===== src/rtl/clos_pkg.sv =====
package clos_pkg;

    typedef enum logic [1:0] {
        STG_INGRESS = 2'd0,
        STG_CENTER  = 2'd1,
        STG_EGRESS  = 2'd2,
        STG_SPARE   = 2'd3
    } stage_e;

    typedef struct packed {
        logic fanout;
        logic range;
    } xbar_flags_t;

    function automatic int idx_w(input int count);
        return (count > 1) ? $clog2(count) : 1;
    endfunction

    function automatic int max2(input int a, input int b);
        return (a > b) ? a : b;
    endfunction

endpackage


===== src/rtl/clos_xbar.sv =====
module clos_xbar
    import clos_pkg::*;
#(
    parameter int N_I   = 2,
    parameter int N_O   = 2,
    parameter int IDX_W = 2
) (
    input  logic                 clk,
    input  logic                 rst,
    input  logic                 wr_en,
    input  logic [IDX_W-1:0]     wr_out,
    input  logic [IDX_W-1:0]     wr_sel,
    input  logic                 wr_vld,
    input  logic [N_I-1:0]       din,
    output logic [N_O-1:0]       dout,
    output logic [N_O*IDX_W-1:0] sel_q,
    output logic [N_O-1:0]       vld_q,
    output xbar_flags_t          flags
);

    for (genvar o = 0; o < N_O; o++) begin : g_out
        logic [IDX_W-1:0] sel_r;
        logic             vld_r;
        logic             hit;

        always_ff @(posedge clk) begin
            if (rst) begin
                sel_r <= '0;
                vld_r <= 1'b0;
            end else if (wr_en && (wr_out == IDX_W'(o))) begin
                sel_r <= wr_sel;
                vld_r <= wr_vld;
            end
        end

        always_comb begin
            hit = 1'b0;
            for (int a = 0; a < N_I; a++) begin
                if (vld_r && (sel_r == IDX_W'(a))) begin
                    hit = din[a];
                end
            end
        end

        assign dout[o]                  = hit;
        assign sel_q[o*IDX_W +: IDX_W]  = sel_r;
        assign vld_q[o]                 = vld_r;
    end

    always_comb begin
        flags = '0;
        for (int o1 = 0; o1 < N_O; o1++) begin
            if (vld_q[o1] && (int'(sel_q[o1*IDX_W +: IDX_W]) >= N_I)) begin
                flags.range = 1'b1;
            end
            for (int o2 = o1 + 1; o2 < N_O; o2++) begin
                if (vld_q[o1] && vld_q[o2] &&
                    (sel_q[o1*IDX_W +: IDX_W] == sel_q[o2*IDX_W +: IDX_W])) begin
                    flags.fanout = 1'b1;
                end
            end
        end
    end

endmodule


===== src/rtl/clos_stage.sv =====
module clos_stage
    import clos_pkg::*;
#(
    parameter int COUNT = 3,
    parameter int N_I   = 2,
    parameter int N_O   = 2,
    parameter int IDX_W = 2,
    parameter int SW_W  = 2
) (
    input  logic                       clk,
    input  logic                       rst,
    input  logic                       wr_en,
    input  logic [SW_W-1:0]            wr_sw,
    input  logic [IDX_W-1:0]           wr_out,
    input  logic [IDX_W-1:0]           wr_sel,
    input  logic                       wr_vld,
    input  logic [COUNT*N_I-1:0]       din,
    output logic [COUNT*N_O-1:0]       dout,
    output logic [COUNT*N_O*IDX_W-1:0] sel_q,
    output logic [COUNT*N_O-1:0]       vld_q,
    output logic                       bad
);

    logic [COUNT-1:0] bad_vec;

    for (genvar s = 0; s < COUNT; s++) begin : g_sw
        xbar_flags_t flg;

        clos_xbar #(
            .N_I   (N_I),
            .N_O   (N_O),
            .IDX_W (IDX_W)
        ) u_xbar (
            .clk    (clk),
            .rst    (rst),
            .wr_en  (wr_en && (wr_sw == SW_W'(s))),
            .wr_out (wr_out),
            .wr_sel (wr_sel),
            .wr_vld (wr_vld),
            .din    (din[s*N_I +: N_I]),
            .dout   (dout[s*N_O +: N_O]),
            .sel_q  (sel_q[s*N_O*IDX_W +: N_O*IDX_W]),
            .vld_q  (vld_q[s*N_O +: N_O]),
            .flags  (flg)
        );

        assign bad_vec[s] = flg.fanout | flg.range;
    end

    assign bad = |bad_vec;

endmodule


===== src/rtl/clos_audit.sv =====
module clos_audit #(
    parameter int R_EDGE = 3,
    parameter int M_MID  = 2,
    parameter int N_EDGE = 2,
    parameter int IDX_W  = 2
) (
    input  logic [R_EDGE*M_MID-1:0]        s1_vld,
    input  logic [M_MID*R_EDGE*IDX_W-1:0]  s2_sel,
    input  logic [M_MID*R_EDGE-1:0]        s2_vld,
    input  logic [R_EDGE*N_EDGE*IDX_W-1:0] s3_sel,
    input  logic [R_EDGE*N_EDGE-1:0]       s3_vld,
    input  logic [2:0]                     stage_bad,
    output logic                           conflict
);

    logic dangle;

    always_comb begin
        dangle = 1'b0;
        for (int k = 0; k < M_MID; k++) begin
            for (int j = 0; j < R_EDGE; j++) begin
                for (int i = 0; i < R_EDGE; i++) begin
                    if (s2_vld[k*R_EDGE+j] &&
                        (s2_sel[(k*R_EDGE+j)*IDX_W +: IDX_W] == IDX_W'(i)) &&
                        !s1_vld[i*M_MID+k]) begin
                        dangle = 1'b1;
                    end
                end
            end
        end
        for (int j = 0; j < R_EDGE; j++) begin
            for (int b = 0; b < N_EDGE; b++) begin
                for (int k = 0; k < M_MID; k++) begin
                    if (s3_vld[j*N_EDGE+b] &&
                        (s3_sel[(j*N_EDGE+b)*IDX_W +: IDX_W] == IDX_W'(k)) &&
                        !s2_vld[k*R_EDGE+j]) begin
                        dangle = 1'b1;
                    end
                end
            end
        end
    end

    assign conflict = dangle | (|stage_bad);

endmodule


===== src/rtl/clos_fabric.sv =====
module clos_fabric
    import clos_pkg::*;
#(
    parameter  int N_EDGE = 2,
    parameter  int M_MID  = 2,
    parameter  int R_EDGE = 3,
    localparam int PINS   = N_EDGE * R_EDGE,
    localparam int SW_W   = idx_w(max2(R_EDGE, M_MID)),
    localparam int IDX_W  = idx_w(max2(max2(N_EDGE, M_MID), R_EDGE))
) (
    input  logic             clk,
    input  logic             rst,
    input  logic             cfg_we,
    input  logic [1:0]       cfg_stage,
    input  logic [SW_W-1:0]  cfg_switch,
    input  logic [IDX_W-1:0] cfg_out,
    input  logic [IDX_W-1:0] cfg_sel,
    input  logic             cfg_valid,
    input  logic [PINS-1:0]  din,
    output logic [PINS-1:0]  dout,
    output logic             conflict
);

    localparam int LINKS = R_EDGE * M_MID;

    stage_e stg;
    assign stg = stage_e'(cfg_stage);

    logic [LINKS-1:0]        s1_out, s2_in, s2_out, s3_in;
    logic [LINKS*IDX_W-1:0]  s1_sel_unused, s2_sel;
    logic [PINS*IDX_W-1:0]   s3_sel;
    logic [LINKS-1:0]        s1_vld, s2_vld;
    logic [PINS-1:0]         s3_vld;
    logic [2:0]              stage_bad;

    for (genvar i = 0; i < R_EDGE; i++) begin : g_up
        for (genvar k = 0; k < M_MID; k++) begin : g_mid
            assign s2_in[k*R_EDGE+i] = s1_out[i*M_MID+k];
        end
    end

    for (genvar k = 0; k < M_MID; k++) begin : g_dn
        for (genvar j = 0; j < R_EDGE; j++) begin : g_edge
            assign s3_in[j*M_MID+k] = s2_out[k*R_EDGE+j];
        end
    end

    clos_stage #(
        .COUNT (R_EDGE), .N_I (N_EDGE), .N_O (M_MID), .IDX_W (IDX_W), .SW_W (SW_W)
    ) u_ingress (
        .clk    (clk),
        .rst    (rst),
        .wr_en  (cfg_we && (stg == STG_INGRESS)),
        .wr_sw  (cfg_switch),
        .wr_out (cfg_out),
        .wr_sel (cfg_sel),
        .wr_vld (cfg_valid),
        .din    (din),
        .dout   (s1_out),
        .sel_q  (s1_sel_unused),
        .vld_q  (s1_vld),
        .bad    (stage_bad[0])
    );

    clos_stage #(
        .COUNT (M_MID), .N_I (R_EDGE), .N_O (R_EDGE), .IDX_W (IDX_W), .SW_W (SW_W)
    ) u_center (
        .clk    (clk),
        .rst    (rst),
        .wr_en  (cfg_we && (stg == STG_CENTER)),
        .wr_sw  (cfg_switch),
        .wr_out (cfg_out),
        .wr_sel (cfg_sel),
        .wr_vld (cfg_valid),
        .din    (s2_in),
        .dout   (s2_out),
        .sel_q  (s2_sel),
        .vld_q  (s2_vld),
        .bad    (stage_bad[1])
    );

    clos_stage #(
        .COUNT (R_EDGE), .N_I (M_MID), .N_O (N_EDGE), .IDX_W (IDX_W), .SW_W (SW_W)
    ) u_egress (
        .clk    (clk),
        .rst    (rst),
        .wr_en  (cfg_we && (stg == STG_EGRESS)),
        .wr_sw  (cfg_switch),
        .wr_out (cfg_out),
        .wr_sel (cfg_sel),
        .wr_vld (cfg_valid),
        .din    (s3_in),
        .dout   (dout),
        .sel_q  (s3_sel),
        .vld_q  (s3_vld),
        .bad    (stage_bad[2])
    );

    clos_audit #(
        .R_EDGE (R_EDGE), .M_MID (M_MID), .N_EDGE (N_EDGE), .IDX_W (IDX_W)
    ) u_audit (
        .s1_vld    (s1_vld),
        .s2_sel    (s2_sel),
        .s2_vld    (s2_vld),
        .s3_sel    (s3_sel),
        .s3_vld    (s3_vld),
        .stage_bad (stage_bad),
        .conflict  (conflict)
    );

endmodule


===== config.mk =====
export PLATFORM = sky130hd
export DESIGN_NAME = clos_fabric
export DESIGN_NICKNAME = d
export VERILOG_FILES = /design/src/rtl/clos_pkg.sv /design/src/rtl/clos_xbar.sv /design/src/rtl/clos_stage.sv /design/src/rtl/clos_audit.sv /design/src/rtl/clos_fabric.sv
export SDC_FILE = /design/constraint.sdc
export NUM_CORES = 1
export LEC_CHECK = 0
export CORE_MARGIN = 3
export CORE_UTILIZATION = 45
export CTS_BUF_LIST = sky130_fd_sc_hd__clkbuf_8 sky130_fd_sc_hd__clkbuf_16
export DETAILED_ROUTE_END_ITERATION = 6
export PLACE_DENSITY_LB_ADDON = 0.08
export REMOVE_ABC_BUFFERS = 1
export SLEW_MARGIN = 20
export SYNTH_ARGS = -nofsm -noshare
export SYNTH_HDL_FRONTEND = slang
export SYNTH_SLANG_ARGS = --single-unit

===== constraint.sdc =====
create_clock -name clk -period 3.03 [get_ports clk]
set_input_delay 0.7575 -clock clk [delete_from_list [all_inputs] [get_ports clk]]
set_output_delay 0.7575 -clock clk [all_outputs]
set_load 0.01 [all_outputs]

# ---- Word-level counts from Yosys, hierarchy flattened
# Cells that the tools add are included.
dict set report word_totals {
  reg_bits 54
  inputBits 18
  out_inout_bits 7
}
dict set report op_classes {
  order_cmp 18
  n_eq_ne 42
  n_mux 102
  n_bitwise 9
  n_reduce_logical 177
}
# cell n
set op_table {}
lappend op_table {{logical AND 1 bit} 143}
lappend op_table {{two-way mux 1 bit} 102}
lappend op_table {{equality test 2 x 1 -> 1 bit (second input constant)} 21}
lappend op_table {{zero test 2 bit} 21}
lappend op_table {{>= comparator 2 bit (second input constant)} 18}
lappend op_table {{equality test 2 bit} 12}
lappend op_table {{equality test 2 bit (second input constant)} 9}
lappend op_table {{zero test 1 bit} 12}
lappend op_table {{bitwise OR 1 bit} 9}
lappend op_table {{OR reduction 8 bit} 1}

# ---- Longest topological paths before layout
dict set report logic_depth {
  depth_word 34
  mapped_depth 7
  mapped_depth_nobuf 5
}

# ---- Hierarchy
# A second synthesis with hierarchy kept.
dict set report hier_totals {
  hier_cells 412
  hier_area_um2 3866.2
}
# module instances cells_per_inst area_per_inst_um2 seq_area_each_um2
set by_module_without_submodules {}
lappend by_module_without_submodules {{clos_xbar at u_egress.g_sw[0].u_xbar ...} 6 36 362.8 120.1}
lappend by_module_without_submodules {{clos_xbar at u_center.g_sw[0].u_xbar ...} 2 69 614.3 180.2}
lappend by_module_without_submodules {clos_audit 1 38 331.6 0.0}
lappend by_module_without_submodules {{clos_stage at u_egress ...} 2 7 37.5 0.0}
lappend by_module_without_submodules {clos_fabric 1 3 30.0 0.0}
lappend by_module_without_submodules {{clos_stage at u_center} 1 3 23.8 0.0}

# ---- Worst setup path after synthesis
# OpenSTA, ideal clock, no wires.
dict set report synth_timing {
  path_kind {input-to-output}
  startpoint {input din[5]}
  endpoint {output dout[2]}
  arrival_ns 1.740
  setup_slack_ns 0.532
  stages 6
  path_buffers 1
  cell_sequence {mux2i_1 > nor3b_1 > nand3b_1 > a211o_1 > a21boi_0 > buf_4}
}
dict set report synth_between {
  elab_chain_len 4
  elab_cells_between_ends 6
}
# element line
set synth_rtl {}
lappend synth_rtl {{from (decl)} clos_fabric.sv:19} ;# input logic [PINS-1:0] din,
lappend synth_rtl {{two-way mux 1 bit (3 in series)} clos_xbar.sv:39} ;# if (vld_r && (sel_r == IDX_W'(a))) begin
lappend synth_rtl {{two-way mux 1 bit (*)} clos_xbar.sv:39}
lappend synth_rtl {{to (decl)} clos_fabric.sv:20} ;# output logic [PINS-1:0] dout,
# Every way passes the cells marked *; elsewhere a longest branch is shown, timed or not.

# ---- Worst setup path after layout
dict set report layout_timing {
  startpoint {input din[3]}
  endpoint {output dout[4]}
}
dict set report layout_between {
  elab_chain_len 5
  elab_cells_between_ends 8
}
# element line
set layout_rtl {}
lappend layout_rtl {{two-way mux 1 bit (4 in series)} clos_xbar.sv:39}
lappend layout_rtl {{two-way mux 1 bit (*)} clos_xbar.sv:39}
# Marks and branches as above.

==> flow_summary.ini <==
[finish]
fin_cells = 530
design_area_sq_um = 3710
area_delta_synth_final_pct = 15.4
finalNetCount = 451
drive_gt1_share_pct = 14.5
num_antenna_cells = 0
final_util_pct = 54.0

[placed_design]
dp_cells = 522
placed_area_sq_um = 3570
finalWeightedCongestion = 0.943
hpwlAfterDp_mm = 7.08
port_buffers = 24
post-place-ws_ns = -0.680

[timing]
final-max-slew-violation-count = 0
period_share_pct = 97.5
fmaxAchievable_mhz = 338
period_needed_ns = 2.96
slew_headroom_pct = 32.9
skew_ns = 0
fin_ws_ns = 0.0744
rsz0062_at_grt = false
hold_viol_final = 0
setup_viol = 0
worst_slew_pin_slew_ns = 1.01

[clock_network]
clkSinkCount = 54
cts_buffers = 5
clk_pin_slew_ns = 0.10
cts_tree = yes
clockRootBuffer = clkbuf_8
post_cts_buffers = 0
htreeDepth = 2
holdBufCountCts = 0
cts_max_path_buffers = 2
clk_latency_ns = 0.30

[run_status]
status = complete, no violations

[power]
p_seq_share_pct = 54.8
peakVddDrop_mv = 0.243
p_total_mw = 1.31
power.density_cell_area_nw_per_um2 = 352
internal_power_mw = 0.996
power_frac_comb_pct = 8.0
p_sw_mw = 0.311
p_leak_nw = 1.24
p_clk_share_pct = 37.1
swShare_pct = 23.8

[routing]
wl_per_cell_microns = 18.3
vias = 3162
drtIter0Drc = 232
postRouteAntennaNets = 0
drc = 0
drt_first_pass_iters = 5
drt_wl_total_mm = 9.68
avgViaCountPerCell = 5.97

[logic_synthesis]
synth_xor_area_share_pct = 1.36
synth_mux_area_share_pct = 8.25
synth_top_area_share_pct = 33.6
synthTopCellsByCount = nand2_1 (61), dfxtp_1 (54), a21oi_1 (46)
synth_edf_count = 0
ys_seq_area_share_pct = 33.6
synth.largest_area_cell = dfxtp_1
async_flop_share_pct = 0
synth-compound-area-share_pct = 21.4
synthesis.area_sq_um = 3220
yosys.cell_count.top_type = nand2_1
synth_fa_ha_area_share_pct = 0
yosysWarnings = 0
synthSimpleGateAreaFrac_pct = 29.7
yosys_most_used_dff = dfxtp_1
ys_types = 53
netlist_instances = 414
synth_top_family_by_area = simple AND/OR/NAND/NOR gates
synth_area_per_cell_sq_um = 7.77
synth.top_cells.by_area = dfxtp_1 (34%), a21oi_1 (7.2%), nand2_1 (7.1%)
synth-seq-cells = 54

[worst_setup_path]
critPathSlowestCell = mux2_2
path_max_fanout = 2
r2r_slack_ns = 2.17
crit_chain = dlygate4sd2_1 > mux2i_2 > nor3b_1 > buf_4 > mux2_2 > a22oi_2 > o32ai_2 > buf_2
worstSetupPathType = primary input to output pin
start_kind = primary input
cp.arrival_ns = 2.20
endpoint_kind = output pin
required_ns = 2.27
crit_path_max_incr_delay_ns = 0.27

[global_route]
met3_usage_pct = 3.50
grt_pass1_wl_mm = 15.3
grt.busiest_layer = met2
grt_max_degree = 55
grtUsageMet2_pct = 36.1
grt_use_met1_pct = 34.0
antenna_found_initial = 0
grt_pass1_vias = 2799
track_usage_pct = 23.3
overflow = 0

[die]
die_area_sq_um = 8200
core_area_sq_um = 6870
die_w_microns = 90.5
start_util_pct = 46.8
io_pins = 25
fp.dieH_microns = 90.5
rows = 30

[run]
max_cap_violations = 0

[worst_hold_path]
hold_path_class = flop to flop
[kinds of logic after synthesis]
logic type,after synthesis
buffers and inverters,39
flip-flops,54
AO/OA/AOI/OAI,109
multiplexers,26
AND/OR/NAND/NOR,181
XOR/XNOR,5
[per-layer routing]
layer | up-vias | wire length (microns)
met5 | - | 0
met4 | 0 | 129
met3 | 10 | 469
met2 | 101 | 4470
met1 | 1516 | 4610
li1 | 1535 | -
[cell usage in the layout (no fill, tap or decap), types with 6 or more instances in the layout]
cell / netlist / layout
buf_2: 5 / 7
a21oi_1: 46 / 46
o21ai_0: 18 / 17
nor3b_1: 7 / 6
nand3_1: 33 / 33
mux2i_1: 22 / 20
nand2_1: 61 / 61
nor2_1: 28 / 28
buf_4: 7 / 21
dfxtp_1: 54 / 50
nor2b_1: 8 / 8
nand2b_1: 11 / 11
dlygate4sd2_1: 0 / 6
clkdlybuf4s50_1: 0 / 10
inv_1: 6 / 7
[power by group through the flow]
stage / sequential (mW) / combinational, mW / clock [mW]
after floorplan: 0.732 / 0.0317 / 0
after global placement: 0.733 / 0.105 / 0
after detailed placement: 0.733 / 0.106 / 0
after CTS: 0.717 / 0.105 / 0.502
after global routing: 0.718 / 0.113 / 0.529
final: 0.717 / 0.105 / 0.485
[per-stage QoR]
| step | hold slack (ns) | setup TNS (ns) |
|---|---|---|
| final | 0.493 | 0 |
| after detailed placement | 0.482 | -3.36 |
| after CTS | 0.496 | 0 |
| after global placement | 0.477 | -3.33 |
| after global routing | 0.527 | 0 |
| after floorplan | 0.438 | 0 |
[repair_timing]
item                                    in CTS  in global routing
pin swaps                                    9                  0
resized for setup                           49                  4
endpoints found under the setup margin       7                  1
[state kept, by name, indices dropped and copies added (netlist names)]
signal,cells
u_center.g_sw.u_xbar.g_out.sel_r,12
u_center.g_sw.u_xbar.g_out.vld_r,6
u_egress.g_sw.u_xbar.g_out.sel_r,12
u_egress.g_sw.u_xbar.g_out.vld_r,6
u_ingress.g_sw.u_xbar.g_out.sel_r,12
u_ingress.g_sw.u_xbar.g_out.vld_r,6
[cell type report]
type / count / area (sq um)
Clock buffer: 5 / 68.8
Tap cell: 96 / 120
Inverter: 6 / 22.5
Multi-Input combinational cell: 321 / 2010
Timing Repair Buffer: 45 / 358
Fill cell: 697 / 3160
Clock inverter: 3 / 41.3
Sequential cell: 54 / 1090
[final timing paths]
kind,cells past startpoint,from,to
worst min-delay path,2,u_ingress.g_sw[2].u_xbar.g_out[1].vld_r,u_ingress.g_sw[2].u_xbar.g_out[1].vld_r
worst max-delay path,8,din[3],dout[4]
worst max register to register,3,u_center.g_sw[0].u_xbar.g_out[0].vld_r,u_center.g_sw[0].u_xbar.g_out[0].vld_r
worst min register to register,2,u_ingress.g_sw[2].u_xbar.g_out[1].vld_r,u_ingress.g_sw[2].u_xbar.g_out[1].vld_r
[worst max-delay path: cells and delay by family]
kind | cells | cell delay (ns)
AO/OA/AOI/OAI | 2 | 0.35
buffers and inverters | 3 | 0.55
multiplexers | 2 | 0.46
AND/OR/NAND/NOR | 1 | 0.08
Power figures use the tool's default switching activity.
